## src/rtl/card_status_pkg.sv

```systemverilog
package card_status_pkg;

  typedef enum logic [2:0] {
    SEL_NONE   = 3'd0,
    SEL_IDENT  = 3'd1,
    SEL_FLASH  = 3'd2,
    SEL_STATUS = 3'd3,
    SEL_DECODE = 3'd4
  } regSel_e;

  typedef struct packed {
    logic    clrCard;
    logic    rdEn;
    regSel_e sel;
  } ctlStrobe_t;

  localparam int unsigned WORD_IDENT  = 0;
  localparam int unsigned WORD_FLASH  = 1;
  localparam int unsigned WORD_STATUS = 2;
  localparam int unsigned WORD_DECODE = 3;

endpackage

```

## src/rtl/card_status_ctrl.sv

```systemverilog
module card_status_ctrl
  import card_status_pkg::*;
#(
  parameter int unsigned ADDR_W   = 8,
  parameter int unsigned DATA_W   = 32,
  parameter int unsigned CARD_BIT = 3
) (
  input  logic              busSel,
  input  logic              busWrite,
  input  logic [ADDR_W-1:0] busAddr,
  input  logic [DATA_W-1:0] busWrData,
  output ctlStrobe_t        strb
);

  localparam logic [DATA_W-1:0] CARD_MASK = DATA_W'(1) << CARD_BIT;

  regSel_e           wordSel;
  logic [DATA_W-1:0] clearMask;

  always_comb begin
    unique case (busAddr)
      ADDR_W'(WORD_IDENT):  wordSel = SEL_IDENT;
      ADDR_W'(WORD_FLASH):  wordSel = SEL_FLASH;
      ADDR_W'(WORD_STATUS): wordSel = SEL_STATUS;
      ADDR_W'(WORD_DECODE): wordSel = SEL_DECODE;
      default:              wordSel = SEL_NONE;
    endcase
  end

  assign clearMask = busWrData & CARD_MASK;

  always_comb begin
    strb.sel     = wordSel;
    strb.rdEn    = busSel && !busWrite;
    strb.clrCard = busSel && busWrite && (wordSel == SEL_STATUS) && (|clearMask);
  end

endmodule

```

## src/rtl/card_status_dp.sv

```systemverilog
module card_status_dp
  import card_status_pkg::*;
#(
  parameter int unsigned        DATA_W     = 32,
  parameter int unsigned        WP_BIT     = 0,
  parameter int unsigned        CARD_BIT   = 3,
  parameter logic [DATA_W-1:0]  IDENT_VAL  = DATA_W'(32'h4103_4003),
  parameter logic [DATA_W-1:0]  FLASH_VAL  = '0,
  parameter logic [DATA_W-1:0]  DECODE_VAL = DATA_W'(32'h0000_0011)
) (
  input  logic              clk,
  input  logic              rst_n,
  input  ctlStrobe_t        strb,
  input  logic              wpLevel,
  input  logic              cardInsert,
  output logic [DATA_W-1:0] rdData,
  output logic              cardIrq
);

  logic              wpBit;
  logic              cardBit;
  logic [DATA_W-1:0] statusWord;

  // Write-protect is sampled every cycle; it is never latched.
  always_ff @(posedge clk or negedge rst_n) begin
    if (!rst_n) wpBit <= 1'b0;
    else        wpBit <= wpLevel;
  end

  // The inserted bit is sticky. A clear wins in its own cycle, so a
  // still-asserted input sets the bit again one edge later.
  always_ff @(posedge clk or negedge rst_n) begin
    if (!rst_n)            cardBit <= 1'b0;
    else if (strb.clrCard) cardBit <= 1'b0;
    else if (cardInsert)   cardBit <= 1'b1;
  end

  always_comb begin
    statusWord           = '0;
    statusWord[WP_BIT]   = wpBit;
    statusWord[CARD_BIT] = cardBit;
  end

  always_comb begin
    rdData = '0;
    if (strb.rdEn) begin
      unique case (strb.sel)
        SEL_IDENT:  rdData = IDENT_VAL;
        SEL_FLASH:  rdData = FLASH_VAL;
        SEL_STATUS: rdData = statusWord;
        SEL_DECODE: rdData = DECODE_VAL;
        default:    rdData = '0;
      endcase
    end
  end

  assign cardIrq = cardBit;

  assert_wp_track_R2: assert property (@(posedge clk) disable iff (!rst_n)
    1'b1 |=> (wpBit == $past(wpLevel)));

  assert_card_set_R3: assert property (@(posedge clk) disable iff (!rst_n)
    (cardInsert && !strb.clrCard) |=> cardBit);

  assert_card_sticky_R3: assert property (@(posedge clk) disable iff (!rst_n)
    (cardBit && !strb.clrCard) |=> cardBit);

  assert_card_clear_R5: assert property (@(posedge clk) disable iff (!rst_n)
    strb.clrCard |=> !cardBit);

endmodule

```

## src/rtl/card_status_regs.sv

```systemverilog
module card_status_regs
  import card_status_pkg::*;
#(
  parameter int unsigned ADDR_W   = 8,
  parameter int unsigned DATA_W   = 32,
  parameter int unsigned WP_BIT   = 0,
  parameter int unsigned CARD_BIT = 3
) (
  input  logic              clk,
  input  logic              rst_n,
  input  logic              busSel,
  input  logic              busWrite,
  input  logic [ADDR_W-1:0] busAddr,
  input  logic [DATA_W-1:0] busWrData,
  output logic [DATA_W-1:0] busRdData,
  input  logic              wpLevel,
  input  logic              cardInsert,
  output logic              cardIrq
);

  ctlStrobe_t strb;

  card_status_ctrl #(
    .ADDR_W  (ADDR_W),
    .DATA_W  (DATA_W),
    .CARD_BIT(CARD_BIT)
  ) ctrl_i (
    .busSel   (busSel),
    .busWrite (busWrite),
    .busAddr  (busAddr),
    .busWrData(busWrData),
    .strb     (strb)
  );

  card_status_dp #(
    .DATA_W  (DATA_W),
    .WP_BIT  (WP_BIT),
    .CARD_BIT(CARD_BIT)
  ) dp_i (
    .clk       (clk),
    .rst_n     (rst_n),
    .strb      (strb),
    .wpLevel   (wpLevel),
    .cardInsert(cardInsert),
    .rdData    (busRdData),
    .cardIrq   (cardIrq)
  );

  // The interrupt only rises after an inserted indication was seen.
  assert_irq_cause_R4: assert property (@(posedge clk) disable iff (!rst_n)
    $rose(cardIrq) |-> $past(cardInsert));

  // A write outside the status word never lowers the interrupt.
  assert_other_writes_R7: assert property (@(posedge clk) disable iff (!rst_n)
    (busSel && busWrite && busAddr != ADDR_W'(WORD_STATUS) && cardIrq) |=> cardIrq);

endmodule

```

## config.mk

```make
export PLATFORM = sky130hd
export DESIGN_NAME = card_status_regs
export DESIGN_NICKNAME = d
export VERILOG_FILES = /design/src/rtl/card_status_pkg.sv /design/src/rtl/card_status_ctrl.sv /design/src/rtl/card_status_dp.sv /design/src/rtl/card_status_regs.sv
export SDC_FILE = /design/constraint.sdc
export NUM_CORES = 1
export LEC_CHECK = 0
export ABC_AREA = 1
export CORE_MARGIN = 1.5
export CORE_UTILIZATION = 20
export DETAILED_ROUTE_END_ITERATION = 12
export GPL_ROUTABILITY_DRIVEN = 1
export GPL_TIMING_DRIVEN = 1
export HOLD_SLACK_MARGIN = 0.15
export PLACE_DENSITY = 0.85
export SLEW_MARGIN = 20
export SYNTH_ARGS = -nofsm -noshare
export SYNTH_HDL_FRONTEND = slang
export SYNTH_HIERARCHICAL = 1
export SYNTH_SLANG_ARGS = --single-unit
```

## constraint.sdc

```tcl
create_clock -name clk -period 4.15 [get_ports clk]
set_input_delay 1.245 -clock clk [delete_from_list [all_inputs] [get_ports clk]]
set_output_delay 1.245 -clock clk [all_outputs]
set_load 0.02 [all_outputs]
```

# [Word-level counts from Yosys, hierarchy flattened]
# Index checks and enable logic that the tools add are counted.
[totals] reg_bits=2 latch_bits=0 ramBits=0 mem_bits_ro=0 word_cells=20 memories=0
[op_classes] add_sub_neg=0 mul=0 div_mod_pow=0 order_cmp=0 n_eq_ne=6 n_shift=0 n_mux=5 bitwise_logic=0 n_reduce_logical=7
[ops] op="31-bit case mux with 3 select lines" n=1
[ops] op="31-bit 2-to-1 mux" n=1
[ops] op="8-bit by 2-bit equality test with 1-bit output, second input constant" n=2
[ops] op="3-bit case mux with 4 select lines" n=1
[ops] op="8-bit by 1-bit equality test with 1-bit output, second input constant" n=1
[ops] op="8-bit logical NOT" n=1
[ops] op="1-bit logical AND" n=4
[ops] op="3-bit by 1-bit equality test with 1-bit output, second input constant" n=1
[ops] op="3-bit by 2-bit equality test with 1-bit output, second input constant" n=1
[ops] op="3-bit equality test, second input constant" n=1
[ops] op="1-bit 2-to-1 mux" n=2
[ops] op="2-bit nonzero test" n=1
[ops] op="1-bit logical NOT" n=1

# [Longest topological paths before layout]
# Gate-level depths: netlist of run 1.
[logic_depth] depth_word=6 depth_mapped=8

# [Modules after synthesis]
# Netlist of run 1, hierarchy kept.
[by_module_without_submodules] mod="card_status_dp" n_inst=1 cells_each=46 area_each_um2=325.3 seq_area_each_um2=50.0
[by_module_without_submodules] mod="card_status_ctrl" n_inst=1 cells_each=19 area_each_um2=78.8 seq_area_each_um2=0.0

# [Worst setup path before layout of run 1]
# No wires, ideal clock.
[synth_timing] kind="in2out" startpoint="in busAddr[7]" endpoint="out busRdData[14]" arrival_time_ns=2.489 required_ns=2.905 path_slack_ns=0.416 cell_stages=8 path_cell_list="nor2_1 -> nand3_1 -> nor2_1 -> inv_1 -> nor2_2 -> nand2_1 -> nor2_1 -> buf_4"
[synth_lines] item="start: declaration" line_no="card_status_regs.sv:13" text="input logic [ADDR_W-1:0] busAddr,"
[synth_lines] item="end: declaration" line_no="card_status_regs.sv:15" text="output logic [DATA_W-1:0] busRdData,"

==> out/qor.txt, run 1 <==
status: completed
Reg2Reg Depth: 2
post-route ant nets: 0
Peak VDD IR: 64.64 µV
switch share: 34.54%
Syn-to-layout area delta: 42.41%
site row count: 16
power density cells: 177.5 nW/µm²
commonest non-fill, non-tap cells in the layout: 23 x conb_1, 15 x clkdlybuf4s50_1, 14 x nor2_1
Synth Register Bits: 2
Inserted Clock Buffers: 3
placed cell count: 115
commonest non-fill, non-tap cell in the layout: conb_1
fin crit period: 3.985 ns
final global-route overflow total: 0
Reg power frac: 19.8%
Residual DRC: 0
CTS tree: built
WL/cell: 6.746 µm
CTS clk-pin slew, worst paths: 0.03 ns
CTS Root Cell: clkbuf_4
Die X: 47.95 µm
Total GRT Usage: 6.236%
die area: 2299 µm²
Mapped Avg Cell Area: 6.218 µm²
combinational power share: 38.8%
non-filler cells, final: 118
Hold Fails Final Rpt: 0
CP endpoint kind: output pin
DP Wirelength: 722.7 µm
final WL: 796 µm
hold depth: 2
TNS Setup: 0 ns
HP Class: register to register
worst slack, placed: -0.2146 ns
Static Leak: 0.3159 nW
H-tree levels: 1
maxcap violations: 0
Period Utilization, post-route: 96.03%
share of layout cells above drive strength 1: 18.68%
vias in the first global route: 290
first-pass GRT wire length: 972 µm
initial antenna violation count: 0
sequential-to-total area share from yosys stat: 12.38%
Req. time, crit path: 2.90 ns
Clock Tree Buf Depth: 2
CP startpoint kind: input port
fin. max-slew vios: 0
CP max FO: 4
setup ws final: 0.1649 ns
Tot Pwr: 0.0001022 W
R2R Setup Slk: 3.50 ns
Cell Int Power: 0.00006687 W
crit path kind: input port to output pin
Synth Warn #: 6
worst skew pair latency: 0.22 ns
endpoints failing setup: 0
DR vias: 379
Pre-antenna DRT Iters: 2
Sw Pwr: 0.00003529 W
hold endpoint: dp_i/cardIrq
f_max: 0.2509 GHz
largest net degree at the start of global routing: 7
clock sink total: 2
RSZ-0062 raised after global routing: false
Antenna Cells: 0
FILL cells: 227
Crit Reg-Reg Startpoint: dp_i/cardIrq
global placer's final weighted congestion: 0.6706
num ports: 79
Chip Height: 47.95 µm
number of library cell types mapped by synthesis: 9
placed cell areas: 588.1 µm²
Mapped Area: 404.1 µm²
clk_skew: 0 ns
Final #Nets: 139
Hold Crit Start: dp_i/cardIrq
Vias/cell: 3.212
final instance area: 575.6 µm²
cell count after synthesis: 65
WP data arrival: 2.74 ns
R2R Path End: dp_i/cardIrq
Clk pwr share: 41.4%
PortBufs: 24
Initial Utilization: 21.03%
Placeable Area: 1922 µm²
DR iter-0 viols: 3
layer usage:
layer,up-vias,track usage [%],wire (µm)
met4,0,3.243,0
met1,159,5.111,258
met5,-,0,0
met2,25,12.27,447
li1,195,-,-
met3,0,2.642,90
flip-flops by register name, summed over array words and instances (netlist names):
name          count
dp_i/cardIrq      1
dp_i/wpBit        1
power by group through the flow:
stage          clock [W]  combinational, W  sequential [W]
2_1_floorplan          0         0.0000392       0.0000205
3_3_place_gp           0         0.0000385       0.0000205
3_5_place_dp           0         0.0000393       0.0000205
4_1_cts        0.0000444         0.0000395       0.0000203
5_1_grt        0.0000454         0.0000432       0.0000203
6_report       0.0000423         0.0000396       0.0000203
logic make-up (layout without fill, tap and decap cells):
| group | count (synthesis) | in the layout | synth area share [%] |
|---|---|---|---|
| XOR/XNOR | 1 | 1 | 2.168 |
| buffers and inverters | 34 | 38 | 57.58 |
| flip-flops | 2 | 2 | 12.38 |
| other | 1 | 23 | 0.9279 |
| AND/OR/NAND/NOR | 27 | 27 | 26.94 |
what timing repair did:
item                                    CTS  global route
cloned                                    0             0
buffers inserted                          0             0
hold buffers                              0             0
gates resized for setup                  10            14
endpoints found under the setup margin    9             7
worst max path at each step:
stage,slack (ns),from,to
2_1_floorplan,0.42,busAddr[7],busRdData[14]
3_3_place_gp,-0.15,busAddr[3],busRdData[1]
3_5_place_dp,-0.21,busAddr[3],busRdData[14]
4_1_cts,0.06,busAddr[3],busRdData[14]
5_1_grt,0.03,busAddr[3],busRdData[0]
6_report,0.16,busAddr[3],busRdData[0]
worst max-delay path: stages:
cell and delay [ns]:
clkdlybuf4s50_1 0.40, nor2_1 0.15, nand3_1 0.12, buf_4 0.16, nor2_2 0.15, nor2_1 0.07
nand3_1 0.09, nand2_1 0.06, dlygate4sd2_1 0.31
cells in the mapped netlist:
library cell	number	area (µm²)
buf_4	28	210.2
nand3_1	4	20.02
nand2_1	7	26.28
nor2_2	1	6.260
conb_1	1	3.750
nor2_1	15	56.30
dfrtp_1	2	50.05
xnor2_1	1	8.760
inv_1	6	22.52
cell type report:
type | instances | area (µm²) | area share (%)
repair buffers | 29 | 240.2 | 41.74
well taps | 27 | 33.78 | 5.870
clock buffers | 3 | 22.52 | 3.913
multi-input cells | 51 | 206.4 | 35.87
inverters | 6 | 22.52 | 3.913
flip-flops and latches | 2 | 50.05 | 8.696
per-stage QoR:
step	hold slack [ns]	utilization (%)
6_report	0.5360	29.95
5_1_grt	0.5688	29.95
3_3_place_gp	0.5116	30.60
2_1_floorplan	0.6171	-
4_1_cts	0.5510	31.32
3_5_place_dp	0.5464	30.60
Note: power is estimated with default switching activity, not from simulation.
==> inputs of run 2 (changes only) <==
- GPL_ROUTABILITY_DRIVEN: 1 -> 0
==> results of run 2 <==
The final DEF is identical to that of run 1; final timing and power are the same.
